**config.mk**
```make
export PLATFORM = sky130hd
export DESIGN_NAME = booth_seq_mul
export DESIGN_NICKNAME = d
export VERILOG_FILES = /design/src/rtl/booth_pkg.sv /design/src/rtl/booth_recode.sv /design/src/rtl/booth_addsub.sv /design/src/rtl/booth_ctrl.sv /design/src/rtl/booth_seq_mul.sv
export SDC_FILE = /design/constraint.sdc
export NUM_CORES = 1
export LEC_CHECK = 0
export BUFFER_PORTS_ARGS = -buffer_cell sky130_fd_sc_hd__buf_2
export CAP_MARGIN = 20
export CORE_MARGIN = 5
export CORE_UTILIZATION = 58
export CTS_BUF_LIST = sky130_fd_sc_hd__clkbuf_8
export DETAILED_ROUTE_END_ITERATION = 7
export PLACE_DENSITY = 0.84
export SLEW_MARGIN = 25
export SYNTH_ARGS = -nofsm -noshare
export SYNTH_HDL_FRONTEND = slang
export SYNTH_SLANG_ARGS = --single-unit
```
**constraint.sdc**
```tcl
create_clock -name clk -period 5.09 [get_ports clk]
set_clock_uncertainty 0.15 [all_clocks]
set_input_delay 1.018 -clock clk [delete_from_list [all_inputs] [get_ports clk]]
set_output_delay 1.018 -clock clk [all_outputs]
set_load 0.05 [all_outputs]
```
**src/rtl/booth_pkg.sv**
```systemverilog
// Package: types shared by the Booth multiplier modules.
// Assumes: nothing; pure type definitions.
package booth_pkg;
    typedef enum logic [1:0] {
        ACT_NOP = 2'd0,
        ACT_ADD = 2'd1,
        ACT_SUB = 2'd2
    } booth_act_e;
endpackage

```
**src/rtl/booth_recode.sv**
```systemverilog
// Module: booth_recode
// Turns the (current bit, previous bit) pair into an add/subtract/skip action.
// Assumes: prev_bit is the multiplier bit shifted out on the previous step (0 first).
module booth_recode
    import booth_pkg::*;
(
    input  logic       cur_bit,
    input  logic       prev_bit,
    output booth_act_e act
);
    // Purpose: radix-2 Booth decode of the bit pair.
    always_comb begin
        unique case ({cur_bit, prev_bit})
            2'b10:   act = ACT_SUB;
            2'b01:   act = ACT_ADD;
            default: act = ACT_NOP;
        endcase
    end
endmodule

```
**src/rtl/booth_addsub.sv**
```systemverilog
// Module: booth_addsub
// One WIDTH-bit adder/subtractor whose result carries an extra sign bit.
// Assumes: both inputs are two's-complement; result is one bit wider.
module booth_addsub
    import booth_pkg::*;
#(
    parameter int WIDTH = 32
) (
    input  logic [WIDTH-1:0] acc,
    input  logic [WIDTH-1:0] operand,
    input  booth_act_e       act,
    output logic [WIDTH:0]   sum
);
    logic [WIDTH:0] acc_x;
    logic [WIDTH:0] opd_x;

    // Purpose: sign-extend both inputs by one bit.
    always_comb begin
        acc_x = {acc[WIDTH-1], acc};
        opd_x = {operand[WIDTH-1], operand};
    end

    // Purpose: apply the selected action.
    always_comb begin
        unique case (act)
            ACT_ADD: sum = acc_x + opd_x;
            ACT_SUB: sum = acc_x - opd_x;
            default: sum = acc_x;
        endcase
    end
endmodule

```
**src/rtl/booth_ctrl.sv**
```systemverilog
// Module: booth_ctrl
// Iteration sequencer: accepts start when idle, runs WIDTH steps, pulses done.
// Assumes: start is synchronous; requests while busy are dropped here.
module booth_ctrl #(
    parameter int WIDTH = 32
) (
    input  logic clk,
    input  logic rst_n,
    input  logic start,
    output logic busy,
    output logic done,
    output logic load,
    output logic step
);
    localparam int CNT_W = (WIDTH > 1) ? $clog2(WIDTH) : 1;
    localparam logic [CNT_W-1:0] LAST_CNT = CNT_W'(WIDTH - 1);

    logic [CNT_W-1:0] cnt_q;
    logic             last_step;

    // Purpose: derive load/step strobes from the current state.
    always_comb begin
        load      = start & ~busy;
        step      = busy;
        last_step = busy & (cnt_q == LAST_CNT);
    end

    // Purpose: busy flag, step counter and done pulse.
    always_ff @(posedge clk) begin
        if (!rst_n) begin
            busy  <= 1'b0;
            done  <= 1'b0;
            cnt_q <= '0;
        end else begin
            done <= last_step;
            if (load) begin
                busy  <= 1'b1;
                cnt_q <= '0;
            end else if (busy) begin
                if (last_step) begin
                    busy <= 1'b0;
                end else begin
                    cnt_q <= cnt_q + 1'b1;
                end
            end
        end
    end

    // counter never passes the last step index.
    p_cnt_range_r3: assert property (@(posedge clk) disable iff (!rst_n)
        cnt_q <= LAST_CNT);
    // done lasts one cycle.
    p_done_pulse_r3: assert property (@(posedge clk) disable iff (!rst_n)
        done |=> !done);
    // done only while idle.
    p_done_idle_r3: assert property (@(posedge clk) disable iff (!rst_n)
        done |-> !busy);
    // an idle start makes the block busy.
    p_start_busy_r2: assert property (@(posedge clk) disable iff (!rst_n)
        (start && !busy) |=> busy);
endmodule

```
**src/rtl/booth_seq_mul.sv**
```systemverilog
// Module: booth_seq_mul (top)
// Radix-2 Booth sequential signed multiplier sharing the product register
// with the multiplier. One add/sub plus arithmetic shift per cycle.
// Assumes: operands stable while start is high; start ignored while busy.
module booth_seq_mul
    import booth_pkg::*;
#(
    parameter int WIDTH = 32
) (
    input  logic                 clk,
    input  logic                 rst_n,
    input  logic                 start,
    input  logic [WIDTH-1:0]     mcand,
    input  logic [WIDTH-1:0]     mplier,
    output logic                 busy,
    output logic                 done,
    output logic [2*WIDTH-1:0]   product
);
    localparam int PW = 2 * WIDTH;

    logic [PW-1:0]    prod_q;
    logic [WIDTH-1:0] mcand_q;
    logic             prev_q;
    logic             load;
    logic             step;
    booth_act_e       act;
    logic [WIDTH:0]   sum;

    booth_ctrl #(.WIDTH(WIDTH)) u_ctrl (
        .clk   (clk),
        .rst_n (rst_n),
        .start (start),
        .busy  (busy),
        .done  (done),
        .load  (load),
        .step  (step)
    );

    booth_recode u_recode (
        .cur_bit  (prod_q[0]),
        .prev_bit (prev_q),
        .act      (act)
    );

    booth_addsub #(.WIDTH(WIDTH)) u_addsub (
        .acc     (prod_q[PW-1:WIDTH]),
        .operand (mcand_q),
        .act     (act),
        .sum     (sum)
    );

    // Purpose: load operands, then add/sub and arithmetic-shift each step.
    always_ff @(posedge clk) begin
        if (!rst_n) begin
            prod_q  <= '0;
            mcand_q <= '0;
            prev_q  <= 1'b0;
        end else if (load) begin
            prod_q  <= {{WIDTH{1'b0}}, mplier};
            mcand_q <= mcand;
            prev_q  <= 1'b0;
        end else if (step) begin
            prod_q  <= {sum, prod_q[WIDTH-1:1]};
            prev_q  <= prod_q[0];
        end
    end

    assign product = prod_q;

    // a 00/11 pair only shifts the upper half arithmetically.
    p_skip_shift_r6: assert property (@(posedge clk) disable iff (!rst_n)
        (busy && (prod_q[0] == prev_q)) |=>
            (prod_q[PW-1:WIDTH-1] == {$past(prod_q[PW-1]), $past(prod_q[PW-1:WIDTH])}));
    // captured multiplicand is untouched during a run.
    p_mcand_hold_r5: assert property (@(posedge clk) disable iff (!rst_n)
        busy |=> $stable(mcand_q));
    // idle without start keeps the product.
    p_idle_hold_r8: assert property (@(posedge clk) disable iff (!rst_n)
        (!busy && !start) |=> $stable(product));
    // product holds the zero-extended multiplier after an accepted start.
    p_load_r2: assert property (@(posedge clk) disable iff (!rst_n)
        (start && !busy) |=> (product == {{WIDTH{1'b0}}, $past(mplier)}));
endmodule

```
==> results.md <==
- 6828 µm² — Post-Synthesis Cell Area
- 4483 µm² — area of combinational cells with multiple inputs
- 13.45% — Layout Area Growth over Synthesis
- 24.06% — GRT Overall Usage
- clkbuf_8 — CTS Root Cell
- false — setup repair after global routing missed its margin
- 9 — clock buffers created by TritonCTS
- 4.90 ns — Data arrival, critical path
- 2.285 mW — Final Total Pwr
- 0 — global-route congestion overflow total
- 6469 — routed vias
- 0 — quantity of hold-fixing buffers added after cts
- 133 — number of top-level pins
- 384 — number of violations reported at the end of detailed-routing iteration 0
- 76 — pin count of the biggest net entering global routing
- 5.735 — Via density
- 2 — number of stages on the worst hold path
- 14040 µm² — Total Die Area
- 28280 µm — wire length of the first global-routing pass
- 0.2691 mV — largest vdd supply drop
- 0.9479 ns — worst-margin pin slew
- 132 — # port buffers
- 0 — Yosys warning count
- 2086 µm² — Reg area
- yes — CTS tree
- 7.750 µm² — Mean Syn Cell Area
- 881 — post-synthesis cell count
- 17410 µm — Routed Wire Length
- 0.11 ns — clock edge transition at the registers on the reported setup and hold paths
- 12920 µm — HPWL after detailed placement
- flop — type of destination of the critical path
- 6 — top fanout value on the critical path
- 3 — Max H-tree Level
- 2 — buffers from clock root to sink, at most
- 15.43 µm — post-DR wirelength/cell
- 0 — Hold Fails Final Rpt
- 0% — Post-synth ARST share
- 104 — number of sinks handled by clock tree synthesis
- 17 — Register-to-Register Path Depth
- 0 — number of synthesized flops with an enable pin
- 1084 — layout net count
- 0 — PostCTS Resize Cnt
- 212.0 MHz — Max Clk Rate
- 0.9329 — weighted congestion at the end of routability-driven global placement
- 3.382 nW — static leakage power
- 0 — number of setup violations in the final report
- 5834 — vias in the first global route
- 0 — number of buffers inserted to repair setup after CTS
- 963 — filler instances
- 0.3725 ns — fin worst setup slack
- 0.40 ns — latest clock arrival within the worst-skew pair
- 118.5 µm — die boundary width
- 295.0 nW/µm² — power density normalized to cell area
- 0 — ANT cells
- reg -> reg — kind of critical path
- 30.49% — sequential area share after synthesis
- flop — category of the worst setup path launch point
- 5 — number of search-and-repair iterations in the first detailed-routing pass
- 118.5 µm — die extent in y
- reg -> reg — path type of the worst min-delay path
- 92.68% — period utilization
- 5.27 ns — data required time of the critical path
- 104 — post-synthesis register bit count
- 0 ns — sum of negative setup slack
- 17.26% — fraction of layout cells with a size suffix above 1
- 0 — number of antenna violations at the first check in global routing
- 39 — number of placement rows
- 4.718 ns — minimum period implied by the final worst setup slack
- 0 — number of maximum-capacitance violations
- 0 — residual antenna-violating net count after detailed routing
- 0 — number of pins exceeding their max-slew limit in the final report
- 62 — number of distinct library cells after synthesis
- 36.66% — worst relative slew slack
- 0 — post-route DRC violation count
- 0.4841 ns — setup slack after placement
- 985 — Post-Syn Nets
- finished, final reports clean — run status
- dfxtp_1 — Most used DFF post-synth
- 11470 µm² — area of the core region
- 59.54% — initial core utilization
-- cell usage in the layout, fill, tap and decap left out, types with 34 or more instances in the layout --
| master | synthesis | layout |
|---|---|---|
| a21boi_0 | 34 | 34 |
| a21oi_1 | 66 | 66 |
| and2_1 | 34 | 34 |
| buf_2 | 0 | 132 |
| dfxtp_1 | 104 | 103 |
| ha_1 | 36 | 36 |
| mux2i_1 | 47 | 47 |
| nand2_1 | 150 | 150 |
| nor2_1 | 58 | 58 |
| o21ai_0 | 71 | 71 |
| xnor2_1 | 41 | 41 |
-- final timing paths --
| check | end | start | slack (ns) |
|---|---|---|---|
| max | product[63] | mcand_q[2] | 0.37 |
| min reg2reg | mcand_q[16] | mcand_q[16] | 0.34 |
| max reg2reg | product[63] | mcand_q[2] | 0.37 |
| min | mcand_q[16] | mcand_q[16] | 0.34 |
-- cell type report --
cell class,instances,area share [%]
Tap cell,143,2.310
Clock inverter,7,1.115
Clock buffer,9,1.599
Timing Repair Buffer,140,9.304
Inverter,18,0.8722
Multi-Input combinational cell,707,57.87
Sequential cell,104,26.93
-- cell families (layout without fill, tap and decap cells) --
logic type	after synthesis	in the layout	synth area share, %
AO/OA/AOI/OAI	246	246	22.21
XOR/XNOR	56	56	7.183
adder cells (fa/ha/maj)	37	37	6.890
buffers and inverters	70	174	3.958
flip-flops	104	104	30.49
multiplexers	48	48	7.055
AND/OR/NAND/NOR	320	320	22.21
-- report_power, final --
group          switching, mW  leakage [nW]  internal [mW]
clock network          0.325         0.104          0.237
registers             0.0621         0.852          0.862
logic                  0.498          2.43          0.301
total                  0.885          3.38           1.40
-- routing by layer --
metal | part of all wire [%] | vias to the layer above | global-route usage, %
li1 | - | 3292 | -
met1 | 48 | 2942 | 33.78
met2 | 43 | 205 | 36.32
met3 | 7.1 | 30 | 6.160
met4 | 2.3 | 0 | 7.654
met5 | 0 | - | 0
-- cell usage after synthesis, types with 3 or more instances --
| cell type | n | share of area [%] |
|---|---|---|
| o21a_1 | 7 | 0.77 |
| nor3b_1 | 4 | 0.44 |
| a31oi_1 | 13 | 1.2 |
| dfxtp_1 | 104 | 30 |
| a21o_1 | 12 | 1.3 |
| ha_1 | 36 | 6.6 |
| o21ai_0 | 71 | 5.2 |
| xor2_1 | 15 | 1.9 |
| nor2_1 | 58 | 3.2 |
| nand4_1 | 3 | 0.27 |
| buf_1 | 7 | 0.38 |
| nand3b_1 | 5 | 0.55 |
| nor3_1 | 18 | 1.3 |
| o21bai_1 | 3 | 0.33 |
| clkbuf_1 | 43 | 2.4 |
| a211oi_1 | 3 | 0.33 |
| xnor2_1 | 41 | 5.3 |
| nor4_1 | 5 | 0.46 |
| nor2b_1 | 9 | 0.82 |
| and2_1 | 34 | 3.1 |
| inv_1 | 18 | 0.99 |
| and3_1 | 6 | 0.55 |
| nand2_1 | 150 | 8.2 |
| a41oi_1 | 4 | 0.51 |
| a21boi_0 | 34 | 3.7 |
| a21oi_1 | 66 | 4.8 |
| a311oi_1 | 3 | 0.38 |
| mux2i_1 | 47 | 6.9 |
| or2_2 | 3 | 0.27 |
| nand3_1 | 5 | 0.37 |
| o211ai_1 | 11 | 1.2 |
| or3_1 | 6 | 0.55 |
-- worst max-delay path, stage by stage (launching register included) --
cell,delay [ns]
dfxtp_1,0.36
or3_1,0.44
nor4_1,0.62
nand2_1,0.23
nor3_2,0.30
nand3b_1,0.13
nor2_1,0.26
a21oi_1,0.13
xnor2_1,0.21
ha_1,0.32
a21o_1,0.18
a21o_1,0.16
a21oi_1,0.30
and2_1,0.20
nand2b_1,0.06
o21ai_0,0.19
mux2i_1,0.24
mux2i_1,0.19
-- registers in the layout, summed over array words and instances (netlist names) --
signal,count
u_ctrl.busy,1
u_ctrl.done,1
u_ctrl.cnt_q,5
product,64
prev_q,1
mcand_q,32
-- through the flow --
step | util, % | hold slack, ns | area (µm²) | std cells
2_1_floorplan | - | 0.3104 | 6828 | 881
3_3_place_gp | 65.67 | 0.3245 | 7531 | 1112
3_5_place_dp | 65.72 | 0.3339 | 7536 | 1112
4_1_cts | 67.55 | 0.3488 | 7746 | 1128
5_1_grt | 67.55 | 0.3884 | 7746 | 1128
6_report | 67.55 | 0.3433 | 7746 | 1128
Power figures use the tool's default switching activity.
